===== config.mk =====
export PLATFORM = sky130hd
export DESIGN_NAME = sar_seq_ctrl
export DESIGN_NICKNAME = d
export VERILOG_FILES = /design/src/rtl/sar_seq_pkg.sv /design/src/rtl/sar_step_sched.sv /design/src/rtl/sar_cap_switches.sv /design/src/rtl/sar_result_reg.sv /design/src/rtl/sar_seq_ctrl.sv
export SDC_FILE = /design/constraint.sdc
export NUM_CORES = 1
export LEC_CHECK = 0
export BUFFER_PORTS_ARGS = -buffer_cell sky130_fd_sc_hd__buf_4
export CAP_MARGIN = 20
export CORE_ASPECT_RATIO = 1.4
export CORE_MARGIN = 3
export CORE_UTILIZATION = 52
export CTS_BUF_LIST = sky130_fd_sc_hd__clkbuf_8
export DETAILED_ROUTE_END_ITERATION = 10
export PLACE_DENSITY = 0.78
export SLEW_MARGIN = 25
export SYNTH_ARGS = -nofsm -noshare
export SYNTH_HDL_FRONTEND = slang
export SYNTH_SLANG_ARGS = --single-unit
export TNS_END_PERCENT = 20

===== constraint.sdc =====
create_clock -name clk -period 2.8 [get_ports clk]
set_input_delay 0 -clock clk [delete_from_list [all_inputs] [get_ports clk]]
set_output_delay 0 -clock clk [all_outputs]
set_load 0.01 [all_outputs]

===== src/rtl/sar_seq_pkg.sv =====
package sar_seq_pkg;
  localparam int NBIT        = 3;
  localparam int NCAP        = NBIT + 1;
  localparam int STEP_W      = 4;
  localparam int CONV_START  = 4;
  localparam int GROUND_STEP = 5;
  localparam int FIRST_TRIAL = 6;
  localparam int LATCH_STEP  = FIRST_TRIAL + 2 * NBIT;
  localparam int CW_W        = 3 * NCAP + 4;
  localparam int CAP_IDX_W   = $clog2(NCAP);

  typedef enum logic [1:0] {
    SW_GND = 2'd0,
    SW_REF = 2'd1,
    SW_IN  = 2'd2
  } sw_pos_e;

  typedef struct packed {
    logic            conv_mode;
    logic [NCAP-1:0] gnd_sel;
    logic [NCAP-1:0] keep_sel;
    logic [NCAP-1:0] in_sel;
    logic            rd_strobe;
    logic            dump_sel;
    logic            latch_en;
  } ctrl_word_t;
endpackage


===== src/rtl/sar_step_sched.sv =====
module sar_step_sched
  import sar_seq_pkg::*;
(
  input  logic              clk,
  input  logic              rst,
  output logic [STEP_W-1:0] step,
  output ctrl_word_t        word
);
  int                 off;
  logic [CAP_IDX_W-1:0] cap;

  always_ff @(posedge clk) begin
    if (rst) step <= '0;
    else     step <= step + STEP_W'(1);
  end

  always_comb begin
    word = '0;
    off  = int'(step) - FIRST_TRIAL;
    cap  = '0;
    if (step == '0) begin
      word.in_sel   = '1;
      word.dump_sel = 1'b1;
    end
    if (step == STEP_W'(1) || step == STEP_W'(2)) word.dump_sel = 1'b1;
    if (int'(step) >= CONV_START && int'(step) < LATCH_STEP) word.conv_mode = 1'b1;
    if (int'(step) == GROUND_STEP) word.gnd_sel = '1;
    if (off >= 0 && off < 2 * NBIT) begin
      cap = CAP_IDX_W'(NBIT - off / 2);
      if (off % 2 == 0) begin
        word.in_sel[cap] = 1'b1;
      end else begin
        word.keep_sel[cap] = 1'b1;
        word.rd_strobe     = 1'b1;
      end
    end
    if (int'(step) >= LATCH_STEP) begin
      word.gnd_sel  = '1;
      word.dump_sel = 1'b1;
      word.latch_en = (int'(step) == LATCH_STEP);
    end
  end

  assert_step_advance_R2: assert property (@(posedge clk) disable iff (rst)
    !rst |=> step == $past(step) + STEP_W'(1));

  assert_single_trial_R3: assert property (@(posedge clk) disable iff (rst)
    word.conv_mode |-> $onehot0(word.in_sel));
endmodule


===== src/rtl/sar_cap_switches.sv =====
module sar_cap_switches
  import sar_seq_pkg::*;
(
  input  logic              clk,
  input  logic              rst,
  input  ctrl_word_t        word,
  input  logic              cmp_keep,
  output logic [2*NCAP-1:0] sw_state
);
  for (genvar k = 0; k < NCAP; k++) begin : g_cap
    sw_pos_e pos;

    always_ff @(posedge clk) begin
      if (rst) begin
        pos <= SW_GND;
      end else if (word.gnd_sel[k]) begin
        pos <= SW_GND;
      end else if (word.in_sel[k]) begin
        pos <= word.conv_mode ? SW_REF : SW_IN;
      end else if (word.keep_sel[k] && word.rd_strobe && !cmp_keep) begin
        pos <= SW_GND;
      end
    end

    assign sw_state[2*k +: 2] = pos;

    assert_trial_to_ref_R5: assert property (@(posedge clk) disable iff (rst)
      (word.conv_mode && word.in_sel[k] && !word.gnd_sel[k]) |=> sw_state[2*k +: 2] == 2'd1);

    assert_reject_reverts_R6: assert property (@(posedge clk) disable iff (rst)
      (word.keep_sel[k] && word.rd_strobe && !cmp_keep && !word.in_sel[k] && !word.gnd_sel[k])
        |=> sw_state[2*k +: 2] == 2'd0);
  end
endmodule


===== src/rtl/sar_result_reg.sv =====
module sar_result_reg
  import sar_seq_pkg::*;
(
  input  logic            clk,
  input  logic            rst,
  input  logic            rd_strobe,
  input  logic            latch_en,
  input  logic            cmp_keep,
  output logic [NBIT-1:0] code
);
  logic [NBIT-1:0] shreg;

  always_ff @(posedge clk) begin
    if (rst) begin
      shreg <= '0;
      code  <= '0;
    end else begin
      if (rd_strobe) shreg <= {shreg[NBIT-2:0], cmp_keep};
      if (latch_en)  code  <= shreg;
    end
  end

  assert_code_holds_R7: assert property (@(posedge clk) disable iff (rst)
    !latch_en |=> $stable(code));
endmodule


===== src/rtl/sar_seq_ctrl.sv =====
module sar_seq_ctrl
  import sar_seq_pkg::*;
(
  input  logic              clk,
  input  logic              rst,
  input  logic              cmp_keep,
  output logic [STEP_W-1:0] step_idx,
  output logic [CW_W-1:0]   ctrl_word,
  output logic [2*NCAP-1:0] sw_state,
  output logic [NBIT-1:0]   code,
  output logic              eoc
);
  ctrl_word_t word;

  sar_step_sched u_sched (
    .clk  (clk),
    .rst  (rst),
    .step (step_idx),
    .word (word)
  );

  sar_cap_switches u_caps (
    .clk      (clk),
    .rst      (rst),
    .word     (word),
    .cmp_keep (cmp_keep),
    .sw_state (sw_state)
  );

  sar_result_reg u_result (
    .clk       (clk),
    .rst       (rst),
    .rd_strobe (word.rd_strobe),
    .latch_en  (word.latch_en),
    .cmp_keep  (cmp_keep),
    .code      (code)
  );

  assign ctrl_word = word;
  assign eoc       = word.latch_en;

  assert_discharged_R9: assert property (@(posedge clk) disable iff (rst)
    (step_idx == STEP_W'(LATCH_STEP + 1)) |-> sw_state == '0);
endmodule


==> impl_metrics.csv <==
group,metric,value,unit
yosys,ys_async_sr_fraction,0,%
yosys,ys_ff_latch,18,
cells_and_area,syn_to_final_growth,25.2,%
global_route,grt_pass1_wl,3970,um
yosys,synth_cells,122,
global_route,grt_max_degree,13,
drt,vias_per_cell,5.53,
worst_setup_path,critical_path_class,"flip-flop to output pin",
worst_setup_path,max_stage_delay,0.44,ns
sta,finClkSkew,0.00419,ns
clock_tree,cts_max_level,1,
floorplan,placeableCoreArea,2000,um2
drt,drtPass1Iterations,4,
worst_setup_path,slowest_stage,"xor2_1",
status,status,"complete, no violations",
place,place.port_buffers,34,
yosys,yosys.area.top_type,"dfxtp_1",
worst_setup_path,worstPathCellList,"inv_1, ha_1, a211oi_1, ha_1, xor2_1, o31a_1, inv_1, buf_4",
sta,tns,0,ns
global_route,grt_overflow_total,0,
worst_hold_path,min_delay_path_depth,2,
clock_tree,clkTransAtPathRegs,0.07,ns
yosys,synth_top_area_share,32.1,%
worst_setup_path,cp_data_arrival_time,2.52,ns
worst_setup_path,worst-path-buf-inv,3,
floorplan,start_util,56.3,%
floorplan,io_pins,35,
worst_setup_path,cp.required,2.80,ns
pwr,p_leak,0.691,nW
sta,setup_viol,0,
place,dp_hpwl,2030,um
floorplan,row_count,19,
clock_tree,cts_hold_buf,0,
sta,whs,0.00316,ns
yosys,syn_area,1120,um2
cells_and_area,drive_above_1_share,29.6,%
cells_and_area,finalNonFillerCells,173,
yosys,yosys-top-cells-count,"dfxtp_1, nand2_1, ha_1, mux2i_1",
clock_tree,cts_tree,"built",
global_route,first_global_vias,931,
global_route,antenna_found_initial,0,
clock_tree,post_cts_resized,0,
yosys,synth_cell_type_count,31,
sta,hold_viol_final,0,
worst_setup_path,cp_max_fo,7,
cells_and_area,diodes,0,
cells_and_area,fin_util,70.4,%
floorplan,die_x,45.3,um
clock_tree,clock_path_buffers,2,
worst_setup_path,cp-start-kind,"flip-flop",
worst_hold_path,hp-class,"primary input to flip-flop",
place,gp_congestion,0.790,
drt,via_count,957,
drt,wirelength,2510,um
clock_tree,postCtsSetupBuffers,0,
yosys,syn-num-nets,136,
worst_setup_path,rr_startpoint,"u_sched.step[3]",
cells_and_area,fin_nets,167,
clock_tree,clk_latency,0.26,ns
place,dpl.cell_count,169,
yosys,synthFlopType,"dfxtp_1",
worst_setup_path,startpoint,"u_sched.step[3]",
worst_hold_path,hp-start,"rst",
worst_setup_path,r2r-end,"u_caps.g_cap[0].pos[0]",
yosys,syn_avg_cell_area,9.21,um2
yosys,yosysWarnings,0,
clock_tree,cts.sink_count,18,
sta,worst_pin_slew,0.620,ns
sta,slew_violations,0,
worst_setup_path,cp_top_family,"compound AO/OA/AOI/OAI gates",
sta,slew_headroom,58.7,%
worst_hold_path,min_to,"u_sched.step[0]",
yosys,synth_most_common_cell,"dfxtp_1",
sta,fmax,0.397,GHz
yosys,synth_area_leaders,"dfxtp_1, ha_1, mux2i_1",
floorplan,fp.dieH,61,um
drt,drc,0,
pwr,vdd_drop_max,0.360,mV
drt,ant_nets,0,
floorplan,die-area,2760,um2
clock_tree,cts.root.buffer_cell,"clkbuf_8",
worst_setup_path,cp-end-kind,"output pin",
sta,fin_crit_sh,89.9,%
pwr,power_density,494,nW/um2
drt,drtIter0Drc,12,
drt,wl_per_cell,14.5,um
worst_setup_path,r2r_cells,7,
flow_run,max_cap_viol_count,0,
sta,layout_min_cycle_time,2.52,ns
clock_tree,cts-buffers-inserted,3,
sta,rsz0062_at_grt,"no",
yosys,ys_seq_area_share,32.1,%
global_route,grt_usage,19.8,%
cells_and_area,fillers,170,
yosys,synth_edf_count,0,
worst_setup_path,r2r_setup_slack,0.46,ns
[report_power, final]
| part | internal (mW) | leakage, nW | total [mW] | switching, mW |
|---|---|---|---|---|
| Clock | 0.125 | 0.0288 | 0.214 | 0.0889 |
| Sequential | 0.272 | 0.147 | 0.287 | 0.0153 |
| Combinational | 0.0888 | 0.515 | 0.194 | 0.105 |
| Total | 0.486 | 0.691 | 0.695 | 0.209 |
[worst max-delay path by stage]
stage                     slack [ns]                      to  cells past startpoint
after global routing            0.03            ctrl_word[3]                      8
after floorplan                 0.68  u_caps.g_cap[1].pos[0]                      8
after CTS                       0.28            ctrl_word[3]                      8
final                           0.28            ctrl_word[3]                      8
after detailed placement        0.50  u_caps.g_cap[3].pos[1]                      8
after global placement          0.57  u_caps.g_cap[1].pos[1]                      8
[state kept, by name (all words and copies together), names as in the netlist]
signal / flops
u_result.code: 3
u_result.shreg: 3
u_sched.step: 4
u_caps.g_cap.pos: 8
[final cells by class]
cell class                      count  area, um2  area share (%)
Timing Repair Buffer               35        263            18.7
Sequential cell                    18        360            25.6
Multi-Input combinational cell     86        668            47.5
Tap cell                           21       26.3            1.87
Inverter                            9       33.8            2.40
Clock buffer                        4       55.1            3.91
[metal layers]
metal | GRT usage (%) | wire (um) | up-vias
li1 | - | - | 476
met1 | 19.4 | 930 | 453
met2 | 38.5 | 1440 | 21
met3 | 3.86 | 90 | 7
met4 | 8.79 | 46 | 0
met5 | 0 | 0 | -
[metrics by stage]
step | area [um2] | setup slack, ns | total power [mW]
3_3_place_gp | 1350 | 0.573 | 0.481
3_5_place_dp | 1350 | 0.496 | 0.487
5_1_grt | 1410 | 0.0331 | 0.727
2_1_floorplan | 1120 | 0.682 | 0.413
4_1_cts | 1410 | 0.284 | 0.697
6_report | 1410 | 0.282 | 0.695
[cells in the final DEF (no fill, tap or decap)]
cell type and n:
buf_4 35, o31a_1 1, a32oi_2 2, xnor2_1 3, and3_1 2, xor2_1 1, a2111oi_4 1, ha_1 11
o21ai_2 1, o211ai_1 4, mux2i_1 11, and3b_4 1, nor3_1 3, nor2_1 9, or2_1 1, dfxtp_1 18
clkbuf_8 4, a21oi_1 3, nor2b_1 3, o31ai_4 1, nor4b_1 1, nand2_1 14, nand3_1 8, nor4bb_1 1
a211oi_1 1, o31ai_1 1, and4b_1 1, nand2b_1 1, inv_1 9
[kinds of logic (layout without fill, tap and decap cells)]
group / after synthesis / in the layout / synth area share, %
AND/OR/NAND/NOR: 45 / 45 / 20.2
AO/OA/AOI/OAI: 15 / 15 / 14.1
adder cells (fa/ha/maj): 11 / 11 / 12.2
XOR/XNOR: 4 / 4 / 3.12
multiplexers: 11 / 11 / 9.80
flip-flops: 18 / 18 / 32.1
buffers and inverters: 18 / 48 / 8.46
No activity file was read; power rests on OpenSTA's default activity.
